## config.mk

```make
export PLATFORM = sky130hd
export DESIGN_NAME = pwm2_ctrl
export DESIGN_NICKNAME = d
export VERILOG_FILES = /design/src/rtl/pwm2_pkg.sv /design/src/rtl/pwm2_prescaler.sv /design/src/rtl/pwm2_channel.sv /design/src/rtl/pwm2_ctrl.sv
export SDC_FILE = /design/constraint.sdc
export NUM_CORES = 1
export LEC_CHECK = 0
export CAP_MARGIN = 20
export CORE_MARGIN = 4
export CORE_UTILIZATION = 35
export DETAILED_ROUTE_END_ITERATION = 16
export GPL_TIMING_DRIVEN = 0
export HOLD_SLACK_MARGIN = 0.08
export PLACE_DENSITY_LB_ADDON = 0.08
export SETUP_SLACK_MARGIN = 0.5
export SYNTH_ARGS = -nofsm -noshare
export SYNTH_HDL_FRONTEND = slang
export SYNTH_SLANG_ARGS = --single-unit
```

## constraint.sdc

```tcl
create_clock -name clk -period 7.5 [get_ports clk]
set_input_delay 1.125 -clock clk [delete_from_list [all_inputs] [get_ports clk]]
set_output_delay 1.125 -clock clk [all_outputs]
set_load 0.05 [all_outputs]
```

## src/rtl/pwm2_pkg.sv

```systemverilog
package pwm2_pkg;

  localparam int FIELD_STRIDE = 15;
  localparam int RDY_BASE     = 28;
  localparam int PS_W         = 17;

  typedef struct packed {
    logic       bypass;
    logic       spare_b;
    logic       spare_a;
    logic       clk_run;
    logic       act_high;
    logic       en;
    logic [3:0] code;
  } chan_ctrl_t;

  localparam int CTRL_W = $bits(chan_ctrl_t);

  function automatic logic [PS_W-1:0] code_to_div(input logic [3:0] code);
    case (code)
      4'd0:    return PS_W'(120);
      4'd1:    return PS_W'(180);
      4'd2:    return PS_W'(240);
      4'd3:    return PS_W'(360);
      4'd4:    return PS_W'(480);
      4'd8:    return PS_W'(12000);
      4'd9:    return PS_W'(24000);
      4'd10:   return PS_W'(36000);
      4'd11:   return PS_W'(48000);
      4'd12:   return PS_W'(72000);
      4'd15:   return PS_W'(1);
      default: return '0;
    endcase
  endfunction

endpackage

```

## src/rtl/pwm2_prescaler.sv

```systemverilog
module pwm2_prescaler #(
  parameter int PS_W = 17
) (
  input  logic            clk,
  input  logic            rst_n,
  input  logic            run,
  input  logic [PS_W-1:0] div,
  output logic            tick
);

  logic [PS_W-1:0] cnt;
  logic [PS_W-1:0] last;

  assign last = div - PS_W'(1);
  assign tick = run && (cnt >= last);

  always_ff @(posedge clk or negedge rst_n) begin
    if (!rst_n)      cnt <= '0;
    else if (!run)   cnt <= '0;
    else if (tick)   cnt <= '0;
    else             cnt <= cnt + PS_W'(1);
  end

  // with a divisor above one, a tick is followed by at least one quiet cycle
  a_r4_tick_spacing: assert property (@(posedge clk) disable iff (!rst_n)
    (tick && div > PS_W'(1)) |=> (!tick || div <= PS_W'(1)));

endmodule

```

## src/rtl/pwm2_channel.sv

```systemverilog
module pwm2_channel
  import pwm2_pkg::*;
#(
  parameter int CNT_W = 16
) (
  input  logic               clk,
  input  logic               rst_n,
  input  logic [3:0]         code,
  input  logic               en,
  input  logic               clk_run,
  input  logic               act_high,
  input  logic               bypass,
  input  logic               wr_prd,
  input  logic [2*CNT_W-1:0] wdata,
  input  logic [2*CNT_W-1:0] wmask,
  output logic               pwm_o,
  output logic               ready_o,
  output logic [2*CNT_W-1:0] shadow_o
);

  localparam int REG_W = 2 * CNT_W;

  logic [PS_W-1:0]  div;
  logic             run, tick, wrap, load, on;
  logic [CNT_W-1:0] step, prd_act, duty_act;
  logic [REG_W-1:0] shadow;
  logic             pending;

  assign div  = code_to_div(code);
  assign run  = en && clk_run && (div != '0);

  pwm2_prescaler #(.PS_W(PS_W)) presc_i (
    .clk  (clk),
    .rst_n(rst_n),
    .run  (run),
    .div  (div),
    .tick (tick)
  );

  assign wrap = tick && (step == prd_act);
  assign load = pending && (!run || wrap);

  always_ff @(posedge clk or negedge rst_n) begin
    if (!rst_n)      step <= '0;
    else if (!run)   step <= '0;
    else if (wrap)   step <= '0;
    else if (tick)   step <= step + CNT_W'(1);
  end

  always_ff @(posedge clk or negedge rst_n) begin
    if (!rst_n) begin
      shadow   <= '0;
      pending  <= 1'b0;
      prd_act  <= '0;
      duty_act <= '0;
    end else begin
      if (load) begin
        prd_act  <= shadow[REG_W-1:CNT_W];
        duty_act <= shadow[CNT_W-1:0];
        pending  <= 1'b0;
      end
      if (wr_prd) begin
        shadow  <= (shadow & ~wmask) | (wdata & wmask);
        pending <= 1'b1;
      end
    end
  end

  assign on       = run && (step < duty_act);
  assign pwm_o    = bypass ? clk : (act_high ? on : !on);
  assign ready_o  = !pending;
  assign shadow_o = shadow;

  // the step counter never runs past the loaded period
  a_r5_step_bound: assert property (@(posedge clk) disable iff (!rst_n)
    step <= prd_act);

  // a running channel keeps its loaded values until its period ends
  a_r8_hold_mid_period: assert property (@(posedge clk) disable iff (!rst_n)
    (run && !wrap) |=> ($stable(prd_act) && $stable(duty_act)));

  // a write always leaves the ready flag low on the next cycle
  a_r8_write_pending: assert property (@(posedge clk) disable iff (!rst_n)
    wr_prd |=> !ready_o);

  // a stopped channel outside bypass holds its inactive level
  a_r7_stopped_inactive: assert property (@(posedge clk) disable iff (!rst_n)
    (!bypass && !run) |-> (pwm_o == !act_high));

endmodule

```

## src/rtl/pwm2_ctrl.sv

```systemverilog
module pwm2_ctrl
  import pwm2_pkg::*;
#(
  parameter int NCH    = 2,
  parameter int ADDR_W = 4
) (
  input  logic              clk,
  input  logic              rst_n,
  input  logic              wr_en,
  input  logic [ADDR_W-1:0] addr,
  input  logic [31:0]       wdata,
  input  logic [3:0]        wstrb,
  output logic [31:0]       rdata,
  output logic [NCH-1:0]    pwm_o
);

  localparam int DATA_W = 32;
  localparam int CNT_W  = DATA_W / 2;
  localparam int WORD_W = ADDR_W - 2;

  logic [WORD_W-1:0] word;
  logic              aligned;
  logic [DATA_W-1:0] wmask;
  chan_ctrl_t        ctrl_q [NCH];
  logic [NCH-1:0]    ready;
  logic [DATA_W-1:0] shadow [NCH];

  assign word    = addr[ADDR_W-1:2];
  assign aligned = (addr[1:0] == 2'b00);

  always_comb begin
    for (int b = 0; b < 4; b++) wmask[8*b +: 8] = {8{wstrb[b]}};
  end

  for (genvar ch = 0; ch < NCH; ch++) begin : g_ch
    logic [CTRL_W-1:0] fmask;
    logic              wr_ctrl, wr_prd;

    assign fmask   = wmask[FIELD_STRIDE*ch +: CTRL_W];
    assign wr_ctrl = wr_en && aligned && (word == '0);
    assign wr_prd  = wr_en && aligned && (word == WORD_W'(ch + 1));

    always_ff @(posedge clk or negedge rst_n) begin
      if (!rst_n)       ctrl_q[ch] <= '0;
      else if (wr_ctrl) ctrl_q[ch] <= (ctrl_q[ch] & ~fmask) |
                                      (wdata[FIELD_STRIDE*ch +: CTRL_W] & fmask);
    end

    pwm2_channel #(.CNT_W(CNT_W)) chan_i (
      .clk     (clk),
      .rst_n   (rst_n),
      .code    (ctrl_q[ch].code),
      .en      (ctrl_q[ch].en),
      .clk_run (ctrl_q[ch].clk_run),
      .act_high(ctrl_q[ch].act_high),
      .bypass  (ctrl_q[ch].bypass),
      .wr_prd  (wr_prd),
      .wdata   (wdata),
      .wmask   (wmask),
      .pwm_o   (pwm_o[ch]),
      .ready_o (ready[ch]),
      .shadow_o(shadow[ch])
    );
  end

  always_comb begin
    rdata = '0;
    if (aligned) begin
      if (word == '0) begin
        for (int i = 0; i < NCH; i++) begin
          rdata[FIELD_STRIDE*i +: CTRL_W] = ctrl_q[i];
          rdata[RDY_BASE + i]             = ready[i];
        end
      end else begin
        for (int i = 0; i < NCH; i++)
          if (word == WORD_W'(i + 1)) rdata = shadow[i];
      end
    end
  end

endmodule

```

==> impl_summary.txt <==
----------------------------------------------------
[Run status]
  Outcome ... finished, final reports clean

[Die]
  Number of placement rows ... 69
  DIE HEIGHT ... a little under 200 um
  Die Outline Area ... 39300 um^2
  Initial standard-cell utilization of the core ... 0.355
  Area of the core ... around 36000 um^2
  Ports placed on the boundary ... 77
  Horiz. Die Dim ... 198 um

[Logic synthesis]
  Count of distinct cell types in the synthesized netlist ... 76
  EDFF count, synth ... 0
  Number of cells produced by synthesis ... 1200
  Top cell type's share of synthesized area ... 0.427
  Net count after synthesis ... 1323
  Biggest area consumer among synthesized cells ... sky130_fd_sc_hd__dfrtp_1
  Top FF cell, synth ... sky130_fd_sc_hd__dfrtp_1
  Asr flop ratio synth ... 1.00
  Mean instance size in the synthesized netlist ... 10.6 um^2
  Yosys synthesis warning count ... 0
  Post-synth design cell area ... 12700 um^2
  Portion of the post-synthesis area used by sequential elements ... 0.427
  Number of storage elements in the synthesis netlist ... 216
  Cell types with the largest area share after synthesis ... sky130_fd_sc_hd__dfrtp_1, sky130_fd_sc_hd__mux2_2, sky130_fd_sc_hd__ha_1, sky130_fd_sc_hd__nor2_1, sky130_fd_sc_hd__mux2_4
  Leading cell types by count after synthesis ... sky130_fd_sc_hd__dfrtp_1, sky130_fd_sc_hd__nor2_1, sky130_fd_sc_hd__mux2_2
  Most numerous cell in the Yosys netlist ... sky130_fd_sc_hd__dfrtp_1

[STA]
  Slew at the pin with the worst max-slew slack ... 0.981 ns
  Layout Skew ... between 0.015 and 0.02 ns
  Hold Violations, Final ... 0
  Sum of negative setup slack ... 0 ns
  Worst slack on hold paths ... between 0.3 and 0.4 ns
  Total setup violations reported at the end of the flow ... 0
  Max-slew headroom ... 0.346
  Count of final max-slew check failures ... 0
  RSZ-0062 raised after global routing ... no

[Layout]
  Util after Layout ... 0.424
  Count of antenna diodes in the layout ... 0
  Layout cells sized above 1 ... 0.177
  Synth-to-Final Area Change ... 19.3%
  Number of nets in the layout ... 1434

[Clocking]
  Clock slew at the register clock pins of the worst setup and hold paths ... 0.06 ns
  # hold bufs at CTS ... 0
  TritonCTS clock tree ... built
  Number of gates resized after cts ... 0
  Setup Fix Bufs, Post-CTS ... 0
  Insertion delay of the later-clocked pin in the worst-skew pair ... 0.66 ns

[Pwr]
  Power Internal ... approximately 0.0027 W
  Switching part of the total ... 0.309
  Relative contribution of sequential cells to total power ... 0.382
  Leakage power total ... about 6.7 nW
  Total power per unit cell area ... approximately 260 nW/um^2
  Part of the total power dissipated in the clock network ... 0.393
  Switch Pwr ... 0.00121 W
  Logic pwr share ... 0.225
  Worst voltage drop across the vdd grid ... 0.000148 V

[Worst setup path]
  Critical path endpoint category ... output port
  Maximum net fanout on the critical path ... 2
  WS Path Type ... clk -> out
  Arrival time worst endpoint ... 4.99 ns
  Critical Path RT ... ~6.4 ns
  Crit path launch type ... clock port
  First element of the critical path ... clk

[Placed design]
  Port-buffer cells ... 74
  DP Wirelength ... between 20 and 30 mm
  Final RePlAce weighted congestion ... about 0.84

[Global routing]
  Overall fraction of global-route tracks in use ... 0.184
  Maximum number of pins on one net before global-route repair ... around 110
  Via count of the first global-routing pass ... 9416
  Overflow left after global routing ... 0
  Wire length of the first global-routing pass ... approximately 57 mm
  Number of antenna violations at the first check in global routing ... 0

[Worst hold path]
  Worst hold path class ... in -> async

[Detailed routing]
  Count of unresolved DRC violations after routing ... 0
  Count of routing violations after the opening detailed-route iteration ... around 470
  Vias per cell ... between 5 and 6
  Total iterations of the first detailed-routing run ... 5
  Routed wire per std cell ... 20.0 um
  Routed vias ... 9354
  Sum of routed wire length over all layers ... 35.9 mm
  Post-DRT Antenna Nets ... 0

[Flow run]
  Max-capacitance violation count ... 0

----------------------------------------------------
## final cells by class
| class | instances | area, um^2 |
|---|---|---|
| fillers | 3476 | 20500 |
| multi-input cells | 882 | 6760 |
| flip-flops and latches | 216 | 5410 |
| clock buffers | 46 | 957 |
| repair buffers | 75 | 786 |
| well taps | 461 | 577 |
| plain buffers | 50 | 300 |
| inverters | 52 | 195 |
| clock inverters | 12 | 126 |
## critical path, cell delays in order
cell	delay, ns
sky130_fd_sc_hd__clkbuf_16	0.13
sky130_fd_sc_hd__clkbuf_16	0.13
sky130_fd_sc_hd__nand2_1	0.05
sky130_fd_sc_hd__o31ai_1	0.08
sky130_fd_sc_hd__buf_4	0.14
sky130_fd_sc_hd__clkdlybuf4s50_1	0.69
## placed cells by master (no fill, tap or decap), types with 7 or more instances in the layout
cell type and instances:
sky130_fd_sc_hd__nor2_1 132, sky130_fd_sc_hd__a22oi_1 13, sky130_fd_sc_hd__clkdlybuf4s50_1 73, sky130_fd_sc_hd__dfrtp_1 216, sky130_fd_sc_hd__xnor2_1 26, sky130_fd_sc_hd__nand2_1 57, sky130_fd_sc_hd__a211oi_1 11, sky130_fd_sc_hd__nand3_1 37
sky130_fd_sc_hd__o21ai_0 43, sky130_fd_sc_hd__nor4_1 9, sky130_fd_sc_hd__mux2_4 30, sky130_fd_sc_hd__nand2b_1 7, sky130_fd_sc_hd__nor2b_1 13, sky130_fd_sc_hd__buf_2 10, sky130_fd_sc_hd__mux2i_1 25, sky130_fd_sc_hd__and4_1 7
sky130_fd_sc_hd__and3_1 21, sky130_fd_sc_hd__or3_1 10, sky130_fd_sc_hd__a21oi_1 67, sky130_fd_sc_hd__clkbuf_16 33, sky130_fd_sc_hd__xor2_1 38, sky130_fd_sc_hd__inv_1 52, sky130_fd_sc_hd__nand4_1 21, sky130_fd_sc_hd__nor3_1 10
sky130_fd_sc_hd__clkbuf_1 33, sky130_fd_sc_hd__ha_1 80, sky130_fd_sc_hd__clkbuf_8 7, sky130_fd_sc_hd__and2_1 10, sky130_fd_sc_hd__mux2_2 114
## path summary, 6_finish.rpt
check                                                               end  slack [ns]  cells after the start
worst max register to register   g_ch[0].chan_i.prd_act[15]$_DFFE_PN0P_        2.64                     16
max in group asynchronous       g_ch[1].chan_i.duty_act[11]$_DFFE_PN0P_        5.91                      3
worst min-delay path                 g_ch[0].chan_i.step[2]$_DFFE_PN0P_        0.36                      1
min in group clk                g_ch[1].chan_i.presc_i.cnt[0]$_DFF_PN0_        0.48                      1
worst min register to register  g_ch[1].chan_i.presc_i.cnt[0]$_DFF_PN0_        0.48                      1
worst max-delay path                                           pwm_o[1]        1.39                      6
## metal layers
layer	track usage	wire (um)	vias up
li1	-	-	4529
met1	0.285	18700	4592
met2	0.268	15000	188
met3	0.0299	1590	45
met4	0.0462	672	0
met5	0	0	-
## stage by stage
step / cells / area (um^2) / setup slack (ns) / total power (W)
floorplan: 1200 / 12700 / 2.34 / 0.00213
global placement: 1735 / 14000 / -4.79 / 0.00243
detailed placement: 1737 / 14000 / 1.71 / 0.00245
CTS: 1793 / 15100 / 1.37 / 0.00398
global route: 1794 / 15100 / 1.35 / 0.00414
finish: 1794 / 15100 / 1.39 / 0.00392
## kinds of logic after synthesis
logic type,Yosys count,synth area share
AO/OA/AOI/OAI,202,0.106
adder cells (fa/ha/maj),80,0.0791
buffers and inverters,102,0.0391
multiplexers,174,0.161
XOR/XNOR,64,0.0443
flip-flops,216,0.427
AND/OR/NAND/NOR,362,0.143
## power by group through the flow
stage / combinational [W] / sequential (W) / clock, W
6_report: 0.000883 / 0.00150 / 0.00154
3_5_place_dp: 0.000886 / 0.00152 / 0.0000407
2_1_floorplan: 0.000659 / 0.00144 / 0.0000319
3_3_place_gp: 0.000874 / 0.00152 / 0.0000407
5_1_grt: 0.000987 / 0.00152 / 0.00163
4_1_cts: 0.000892 / 0.00150 / 0.00158
(Power assumes the default switching activity.)
